--- src/rtl/scan_tap_pkg.sv ---
package scan_tap_pkg;

    typedef enum logic [3:0] {
        ST_RESET,
        ST_IDLE,
        ST_SEL_DR,
        ST_CAP_DR,
        ST_SH_DR,
        ST_EX1_DR,
        ST_PAU_DR,
        ST_EX2_DR,
        ST_UPD_DR,
        ST_SEL_IR,
        ST_CAP_IR,
        ST_SH_IR,
        ST_EX1_IR,
        ST_PAU_IR,
        ST_EX2_IR,
        ST_UPD_IR
    } tap_state_e;

    localparam int unsigned IR_W = 3;

    localparam logic [IR_W-1:0] OPC_EXTEST   = 3'b000;
    localparam logic [IR_W-1:0] OPC_IDCODE   = 3'b001;
    localparam logic [IR_W-1:0] OPC_SAMPLE_Z = 3'b010;
    localparam logic [IR_W-1:0] OPC_SAMPLE   = 3'b100;
    localparam logic [IR_W-1:0] OPC_BYPASS   = 3'b111;

    // value parked in the instruction shift stage on Capture-IR
    localparam logic [IR_W-1:0] IR_CAPTURE = 3'b001;

    typedef enum logic [1:0] {
        SEL_BYPASS,
        SEL_IDENT,
        SEL_BOUND
    } dr_sel_e;

    function automatic dr_sel_e decode_sel(input logic [IR_W-1:0] opc);
        dr_sel_e s;
        case (opc)
            OPC_EXTEST, OPC_SAMPLE_Z, OPC_SAMPLE: s = SEL_BOUND;
            OPC_IDCODE:                           s = SEL_IDENT;
            default:                              s = SEL_BYPASS;
        endcase
        return s;
    endfunction

endpackage

--- src/rtl/tap_state_ctrl.sv ---
module tap_state_ctrl
    import scan_tap_pkg::*;
(
    input  logic       clk,
    input  logic       rst_n,
    input  logic       mode_sel,
    output tap_state_e state_o,
    output logic       reset_next_o
);

    typedef struct packed {
        tap_state_e state;
    } fsm_t;

    fsm_t d, q;

    always_comb begin
        d = q;
        unique case (q.state)
            ST_RESET:  d.state = mode_sel ? ST_RESET  : ST_IDLE;
            ST_IDLE:   d.state = mode_sel ? ST_SEL_DR : ST_IDLE;
            ST_SEL_DR: d.state = mode_sel ? ST_SEL_IR : ST_CAP_DR;
            ST_CAP_DR: d.state = mode_sel ? ST_EX1_DR : ST_SH_DR;
            ST_SH_DR:  d.state = mode_sel ? ST_EX1_DR : ST_SH_DR;
            ST_EX1_DR: d.state = mode_sel ? ST_UPD_DR : ST_PAU_DR;
            ST_PAU_DR: d.state = mode_sel ? ST_EX2_DR : ST_PAU_DR;
            ST_EX2_DR: d.state = mode_sel ? ST_UPD_DR : ST_SH_DR;
            ST_UPD_DR: d.state = mode_sel ? ST_SEL_DR : ST_IDLE;
            ST_SEL_IR: d.state = mode_sel ? ST_RESET  : ST_CAP_IR;
            ST_CAP_IR: d.state = mode_sel ? ST_EX1_IR : ST_SH_IR;
            ST_SH_IR:  d.state = mode_sel ? ST_EX1_IR : ST_SH_IR;
            ST_EX1_IR: d.state = mode_sel ? ST_UPD_IR : ST_PAU_IR;
            ST_PAU_IR: d.state = mode_sel ? ST_EX2_IR : ST_PAU_IR;
            ST_EX2_IR: d.state = mode_sel ? ST_UPD_IR : ST_SH_IR;
            ST_UPD_IR: d.state = mode_sel ? ST_SEL_DR : ST_IDLE;
            default:   d.state = ST_RESET;
        endcase
    end

    always_ff @(posedge clk or negedge rst_n) begin
        if (!rst_n) q <= '{state: ST_RESET};
        else        q <= d;
    end

    assign state_o      = q.state;
    assign reset_next_o = (d.state == ST_RESET);

    // run length of consecutive high mode-select samples, saturating at 5
    logic [2:0] hi_run_q;
    always_ff @(posedge clk or negedge rst_n) begin
        if (!rst_n)                  hi_run_q <= 3'd0;
        else if (!mode_sel)          hi_run_q <= 3'd0;
        else if (hi_run_q != 3'd5)   hi_run_q <= hi_run_q + 3'd1;
    end

    assert_five_high_reset_R2: assert property (@(posedge clk) disable iff (!rst_n)
        (hi_run_q == 3'd5) |-> (q.state == ST_RESET));

endmodule

--- src/rtl/tap_instr_reg.sv ---
module tap_instr_reg
    import scan_tap_pkg::*;
(
    input  logic            clk,
    input  logic            rst_n,
    input  logic            ser_in,
    input  tap_state_e      state_i,
    input  logic            reset_next_i,
    output logic [IR_W-1:0] instr_o,
    output logic            ser_out_o
);

    typedef struct packed {
        logic [IR_W-1:0] sh;
        logic [IR_W-1:0] cur;
    } ir_t;

    ir_t d, q;

    always_comb begin
        d = q;
        if (reset_next_i) begin
            d.sh  = OPC_IDCODE;
            d.cur = OPC_IDCODE;
        end else begin
            case (state_i)
                ST_CAP_IR: d.sh  = IR_CAPTURE;
                ST_SH_IR:  d.sh  = {ser_in, q.sh[IR_W-1:1]};
                ST_UPD_IR: d.cur = q.sh;
                default:   ;
            endcase
        end
    end

    always_ff @(posedge clk or negedge rst_n) begin
        if (!rst_n) q <= '{sh: OPC_IDCODE, cur: OPC_IDCODE};
        else        q <= d;
    end

    assign instr_o   = q.cur;
    assign ser_out_o = q.sh[0];

    assert_capture_pattern_R3: assert property (@(posedge clk) disable iff (!rst_n)
        (state_i == ST_CAP_IR && !reset_next_i) |=> (q.sh[1:0] == 2'b01));

    assert_instr_hold_R4: assert property (@(posedge clk) disable iff (!rst_n)
        (state_i != ST_UPD_IR && !reset_next_i) |=> $stable(q.cur));

endmodule

--- src/rtl/tap_data_regs.sv ---
module tap_data_regs
    import scan_tap_pkg::*;
#(
    parameter int unsigned BSR_LEN = 107,
    parameter int unsigned OE_CELL = 47,
    parameter int unsigned REV_W   = 3,
    parameter int unsigned PART_W  = 17,
    parameter int unsigned MFR_W   = 11,
    parameter logic [REV_W-1:0]  ID_REV  = 3'b101,
    parameter logic [PART_W-1:0] ID_PART = 17'h0A5C3,
    parameter logic [MFR_W-1:0]  ID_MFR  = 11'h034
) (
    input  logic               clk,
    input  logic               rst_n,
    input  logic               ser_in,
    input  tap_state_e         state_i,
    input  logic               reset_next_i,
    input  dr_sel_e            sel_i,
    input  logic [BSR_LEN-1:0] cap_vec_i,
    output logic [BSR_LEN-1:0] upd_vec_o,
    output logic               ser_out_o
);

    localparam int unsigned ID_W = REV_W + PART_W + MFR_W + 1;
    localparam logic [ID_W-1:0] ID_WORD = {ID_REV, ID_PART, ID_MFR, 1'b1};

    // preset pattern of the update stage: only the enable cell is set
    logic [BSR_LEN-1:0] preset_vec;
    for (genvar gi = 0; gi < BSR_LEN; gi++) begin : g_preset
        if (gi == OE_CELL) begin : g_oe
            assign preset_vec[gi] = 1'b1;
        end else begin : g_plain
            assign preset_vec[gi] = 1'b0;
        end
    end

    typedef struct packed {
        logic               byp;
        logic [ID_W-1:0]    id;
        logic [BSR_LEN-1:0] sh;
        logic [BSR_LEN-1:0] upd;
    } dr_t;

    dr_t d, q;

    always_comb begin
        d = q;
        case (state_i)
            ST_CAP_DR: begin
                case (sel_i)
                    SEL_BOUND: d.sh  = cap_vec_i;
                    SEL_IDENT: d.id  = ID_WORD;
                    default:   d.byp = 1'b0;
                endcase
            end
            ST_SH_DR: begin
                case (sel_i)
                    SEL_BOUND: d.sh  = {ser_in, q.sh[BSR_LEN-1:1]};
                    SEL_IDENT: d.id  = {ser_in, q.id[ID_W-1:1]};
                    default:   d.byp = ser_in;
                endcase
            end
            ST_UPD_DR: begin
                if (sel_i == SEL_BOUND) d.upd = q.sh;
            end
            default: ;
        endcase
        if (reset_next_i) d.upd = preset_vec;
    end

    always_ff @(posedge clk or negedge rst_n) begin
        if (!rst_n) begin
            q.byp <= 1'b0;
            q.id  <= '0;
            q.sh  <= '0;
            q.upd <= preset_vec;
        end else begin
            q <= d;
        end
    end

    always_comb begin
        case (sel_i)
            SEL_BOUND: ser_out_o = q.sh[0];
            SEL_IDENT: ser_out_o = q.id[0];
            default:   ser_out_o = q.byp;
        endcase
    end

    assign upd_vec_o = q.upd;

    assert_bypass_capture_R6: assert property (@(posedge clk) disable iff (!rst_n)
        (state_i == ST_CAP_DR && sel_i == SEL_BYPASS) |=> (q.byp == 1'b0));

    assert_oe_preset_R10: assert property (@(posedge clk) disable iff (!rst_n)
        (state_i == ST_RESET) |=> (q.upd[OE_CELL] == 1'b1));

endmodule

--- src/rtl/scan_tap_top.sv ---
module scan_tap_top
    import scan_tap_pkg::*;
#(
    parameter int unsigned BSR_LEN = 107,
    parameter int unsigned OE_CELL = 47,
    parameter int unsigned REV_W   = 3,
    parameter int unsigned PART_W  = 17,
    parameter int unsigned MFR_W   = 11,
    parameter logic [REV_W-1:0]  ID_REV  = 3'b101,
    parameter logic [PART_W-1:0] ID_PART = 17'h0A5C3,
    parameter logic [MFR_W-1:0]  ID_MFR  = 11'h034
) (
    input  logic               test_clk,
    input  logic               rst_n,
    input  logic               test_mode_sel,
    input  logic               test_din,
    output logic               test_dout,
    output logic               test_dout_en,
    input  logic [BSR_LEN-1:0] bsr_capture_i,
    output logic [BSR_LEN-1:0] bsr_update_o,
    output logic               ext_test_o,
    output logic               out_en_o
);

    tap_state_e      state;
    logic            reset_next;
    logic [IR_W-1:0] instr;
    logic            ir_lsb;
    logic            dr_lsb;
    dr_sel_e         sel;

    tap_state_ctrl u_fsm (
        .clk          (test_clk),
        .rst_n        (rst_n),
        .mode_sel     (test_mode_sel),
        .state_o      (state),
        .reset_next_o (reset_next)
    );

    tap_instr_reg u_ir (
        .clk          (test_clk),
        .rst_n        (rst_n),
        .ser_in       (test_din),
        .state_i      (state),
        .reset_next_i (reset_next),
        .instr_o      (instr),
        .ser_out_o    (ir_lsb)
    );

    assign sel = decode_sel(instr);

    tap_data_regs #(
        .BSR_LEN (BSR_LEN),
        .OE_CELL (OE_CELL),
        .REV_W   (REV_W),
        .PART_W  (PART_W),
        .MFR_W   (MFR_W),
        .ID_REV  (ID_REV),
        .ID_PART (ID_PART),
        .ID_MFR  (ID_MFR)
    ) u_dr (
        .clk          (test_clk),
        .rst_n        (rst_n),
        .ser_in       (test_din),
        .state_i      (state),
        .reset_next_i (reset_next),
        .sel_i        (sel),
        .cap_vec_i    (bsr_capture_i),
        .upd_vec_o    (bsr_update_o),
        .ser_out_o    (dr_lsb)
    );

    // pin gating from the active instruction
    always_comb begin
        ext_test_o = (instr == OPC_EXTEST);
        if (ext_test_o)                  out_en_o = bsr_update_o[OE_CELL];
        else if (instr == OPC_SAMPLE_Z)  out_en_o = 1'b0;
        else                             out_en_o = 1'b1;
    end

    // serial output stage, retimed on the falling edge
    typedef struct packed {
        logic dout;
        logic en;
    } so_t;

    so_t so_d, so_q;

    always_comb begin
        so_d = '0;
        if (state == ST_SH_IR) begin
            so_d.en   = 1'b1;
            so_d.dout = ir_lsb;
        end else if (state == ST_SH_DR) begin
            so_d.en   = 1'b1;
            so_d.dout = dr_lsb;
        end
    end

    always_ff @(negedge test_clk or negedge rst_n) begin
        if (!rst_n) so_q <= '0;
        else        so_q <= so_d;
    end

    assign test_dout    = so_q.dout;
    assign test_dout_en = so_q.en;

    assert_dout_only_shift_R11: assert property (@(posedge test_clk) disable iff (!rst_n)
        test_dout_en |-> (state == ST_SH_IR || state == ST_SH_DR));

endmodule

--- config.mk ---
export PLATFORM = sky130hd
export DESIGN_NAME = scan_tap_top
export DESIGN_NICKNAME = d
export VERILOG_FILES = /design/src/rtl/scan_tap_pkg.sv /design/src/rtl/tap_state_ctrl.sv /design/src/rtl/tap_instr_reg.sv /design/src/rtl/tap_data_regs.sv /design/src/rtl/scan_tap_top.sv
export SDC_FILE = /design/constraint.sdc
export NUM_CORES = 1
export LEC_CHECK = 0
export ABC_AREA = 0
export ABC_CLOCK_PERIOD_IN_PS = 2300
export CAP_MARGIN = 15
export CORE_MARGIN = 4
export CORE_UTILIZATION = 53
export DETAILED_ROUTE_END_ITERATION = 16
export HOLD_SLACK_MARGIN = 0.15
export PLACE_DENSITY_LB_ADDON = 0.15
export SLEW_MARGIN = 5
export SYNTH_ARGS = -nofsm -noshare
export SYNTH_HDL_FRONTEND = slang
export SYNTH_SLANG_ARGS = --single-unit
export TNS_END_PERCENT = 30
--- constraint.sdc ---
create_clock -name test_clk -period 2.3 [get_ports test_clk]
set_clock_uncertainty 0.15 [all_clocks]
set_input_delay 0.345 -clock test_clk [delete_from_list [all_inputs] [get_ports test_clk]]
set_output_delay 0.345 -clock test_clk [all_outputs]
set_load 0.01 [all_outputs]
# Word level (Yosys, flattened, before mapping)
# Index checks and enable logic that the tools add are counted.
# word_totals
ff_bits	259
input_bits	111
output_inout_bits	111
# op_classes
eq_ne	26
n_mux	32
n_reduce_logical	17
# ops
op	count
$mux W107	5
$pmux W140 S2	1
$mux W32	2
$pmux W4 S12	1
$eq A4 B4 Y1 const B	8
$eq A4 B3 Y1 const B	4
$mux W4	4
$mux W2	5
$mux W3	3
$reduce_and A3 Y1	3
$eq A4 B2 Y1 const B	2
$logic_not A4 Y1	2
$ne A2 B1 Y1 const B	4
$reduce_bool A2 Y1	4
$mux W1	7
$mux W6	1
$pmux W3 S2	1
$reduce_or A2 Y1	3
$reduce_or A3 Y1	2
$eq A4 B1 Y1 const B	1
$ne A2 B2 Y1 const B	2
$pmux W2 S2	1
$eq A3 B1 Y1 const B	1
$eq A3 B2 Y1 const B	1
other kinds (7)	7

# Longest topological paths before layout
# logic_depth
depth_word	7
depth_mapped	9
mapped_depth_nobuf	8

# Modules after synthesis
# Synthesis repeated with hierarchy kept, for this count alone.
# hier_totals
cells_unflattened	870
hier_area_um2	11888.9
# modules_own_cells
module	n_inst	cells_per_inst	area_each_um2	seq_area_each_um2
tap_data_regs	1	786	11075.6	6182.2
tap_state_ctrl	1	42	350.3	100.1
tap_instr_reg	1	28	332.8	152.6
scan_tap_top	1	14	130.1	50.0

==> flow_summary.yaml <==
status:
  outcome: "finished, violations left"
  violations: "setup timing"
critical_path:
  crit_required_ps: 1800
  cp.buffers_inverters: 1
  worstSetupStartpointType: "flip-flop"
  cp.depth: 1
  timing.critical_path.cells: "buf_6"
  worstSetupEndpointType: "output port"
  critical_path.max_stage_delay_ps: 400
  cp_top_family: "flip-flops"
  reg2reg_depth: 7
  worst_path_max_delay_cell: "sky130_fd_sc_hd__dfrtn_1"
  worstPathMaxFanout: 1
  worstPathArrival_ps: 2190
  class_of_the_most_critical_setup_path: "reg2out"
cts:
  clkTransAtPathRegs_ps: 60
  ctsLongestPathBuffers: 3
  cts_sinks: 259
  cts_tree: "yes"
  cts_made_buffers: 27
  clk_root_buffer_cell: "sky130_fd_sc_hd__clkbuf_16"
  clock_latency_ps: 520
  cts_htree_levels: 1
min_path:
  min_path_type: "in2reg"
  min_delay_path_depth: 3
timing:
  final_max_slew_viol_count: 0
  fin_tns_setup_ps: -1100
  slew_headroom: 0.512
  finalSetupViolations: 4
  final_worst_setup_slack_ps: -384
  grt_setup_unrepaired: "yes"
  number_of_endpoints_with_negative_hold_slack_in_the_final_report: 0
  worst_slew_pin_slew_ps: 732
logic_synthesis:
  synth_top_area_frac: 0.538
  post_synth_inst_count: 1206
  synth_warnings: 0
  seq_area_frac_synth: 0.549
  synthesis.area_per_instance_um2: 9.79
  dominant_cells_by_area_after_synthesis: "sky130_fd_sc_hd__dfrtp_1 (54%), sky130_fd_sc_hd__nand2_1 (11%), sky130_fd_sc_hd__mux2i_1 (9.2%)"
  syn-num-nets: 1319
  ys_async_sr_fraction: 1.00
  synth.largest_area_cell: "sky130_fd_sc_hd__dfrtp_1"
  postSynthRegisterBits: 259
  synth_area_mm2: 0.0118
  ys.flop_type: "sky130_fd_sc_hd__dfrtp_1"
  synth_edf_count: 0
  yosys.cell_types.count: 38
place:
  finalWeightedCongestion: 0.758
  place.port_buffers: 221
  place.detailed.hpwl_um: 17000
floorplanning:
  floorplan.initialDensity: 0.539
  die_x_um: 157
  core_mm2: 0.0219
  boundaryPins: 222
  die-height_um: 157
  design.die.area_mm2: 0.0247
  row_count: 54
final_layout:
  num-fill-cells: 1774
  most_frequent_cells_in_the_layout: "sky130_fd_sc_hd__nand2_1 (330), sky130_fd_sc_hd__dfrtp_1 (254), sky130_fd_sc_hd__clkdlybuf4s50_1 (216), sky130_fd_sc_hd__a21oi_1 (116), sky130_fd_sc_hd__mux2i_1 (109)"
  layout.cells.most_common: "sky130_fd_sc_hd__nand2_1"
  layout.nets: 1426
  share_of_cells_above_drive_strength_1: 0.0810
  num_antenna_cells: 0
  area_delta_synth_final_pct: 24.0
global_route:
  gr-usage-all-layers: 0.212
  first_global_vias: 8436
  grt_start_max_net_pins: 137
  antenna_found_initial: 0
  global_route.overflow_total: 0
  wire_length_of_the_first_global_routing_pass_um: 43100
routing:
  first_pass_drt_iterations: 5
  detail_route.vias_per_cell: 5.28
  detail_route.wl_per_cell_um: 16.5
  detailroute.via_count: 8521
  remaining_drc_errors: 0
  initialDrtViolationCount: 444
  routed_wl_um: 26600
  ant_nets: 0
power_and_ir_drop:
  power.leakage_nw: 6.31
  pwr_density_cell_mw_per_mm2: 1230
  vdd.ir_drop.worst_v: 0.000668
  power.total_mw: 18.1
run:
  max_cap_violations: 0
-- timing repair --
action	CTS	global route
setup endpoints to repair	68	18
gates resized for setup	16	3
buffers inserted	9	1
pin swaps	5	1
hold buffers	1	0
hold endpoints to repair	254	0
-- metrics by stage --
stage | hold slack, ps | instance area, µm² | setup slack (ps) | std cells | util
after CTS | 273 | 14600 | -408 | 1612 | 0.668
after floorplan | -101 | 11800 | -268 | 1206 | -
after global placement | 316 | 13600 | -313 | 1553 | 0.623
after global routing | 287 | 14600 | -424 | 1613 | 0.669
final | 299 | 14600 | -384 | 1613 | 0.669
after detailed placement | 328 | 13600 | -335 | 1553 | 0.623
-- cell usage after synthesis, drive strengths merged, types with 2 or more instances --
library cell,number
nand2,333
dfrtp,254
buf,150
a21oi,117
o21ai,115
mux2i,109
clkbuf,40
a22o,18
o22a,14
nor2,9
inv,7
nand4,4
nor3,4
dfstp,3
nand3,3
nor2b,3
a211oi,2
and2,2
dfrtn,2
ha,2
nand2b,2
-- layout make-up --
| type | count | area (µm²) | area share |
|---|---|---|---|
| Multi-Input combinational cell | 750 | 4170 | 0.285 |
| Clock buffer | 37 | 723 | 0.0494 |
| Timing Repair Buffer | 268 | 2720 | 0.186 |
| Sequential cell | 259 | 6480 | 0.443 |
| Inverter | 7 | 26.3 | 0.00180 |
| Tap cell | 280 | 350 | 0.0239 |
| Clock inverter | 12 | 166 | 0.0114 |
-- worst paths after layout --
path,from,end,slack (ps)
max in group asynchronous,rst_n,test_dout$_DFF_NN0_,760
min in group asynchronous,rst_n,u_dr.upd_vec_o[96]$_DFFE_PN0P_,370
min reg2reg,u_dr.q[233]$_DFFE_PN0P_,u_dr.q[232]$_DFFE_PN0P_,340
max reg2reg,u_ir.instr_o[2]$_DFFE_PN0P_,test_dout$_DFF_NN0_,-320
max,test_dout$_DFF_NN0_,test_dout,-380
min,bsr_capture_i[76],u_dr.q[183]$_DFFE_PN0P_,300
-- metal layers --
layer / track usage / up-vias / share of wire
li1: - / 4133 / -
met1: 0.302 / 4137 / 0.45
met2: 0.341 / 215 / 0.47
met3: 0.0390 / 36 / 0.061
met4: 0.0516 / 0 / 0.019
met5: 0 / - / 0
-- registers in the layout, indices dropped and copies added (netlist names) --
name	count
u_dr.upd_vec_o	107
u_ir.instr_o	3
u_fsm.state_o	4
u_ir.ser_out_o	1
test_dout	1
u_dr.q	140
u_ir.q	2
test_dout_en	1
-- cells by family after synthesis --
kind of cell	Yosys count	share of synthesized area
DFF	259	0.549
adders and majority gates	2	0.00212
muxes	109	0.0924
and+or+nand+nor	366	0.123
buffers and inverters	197	0.104
AOI/OAI and AO/OA	273	0.129
-- where the power goes --
| group | switching (mW) | internal (mW) |
|---|---|---|
| combinational | 2.87 | 3.23 |
| sequential | 1.21 | 6.34 |
| clock | 1.77 | 2.65 |
| total | 5.85 | 12.2 |
(Power assumes the default switching activity.)
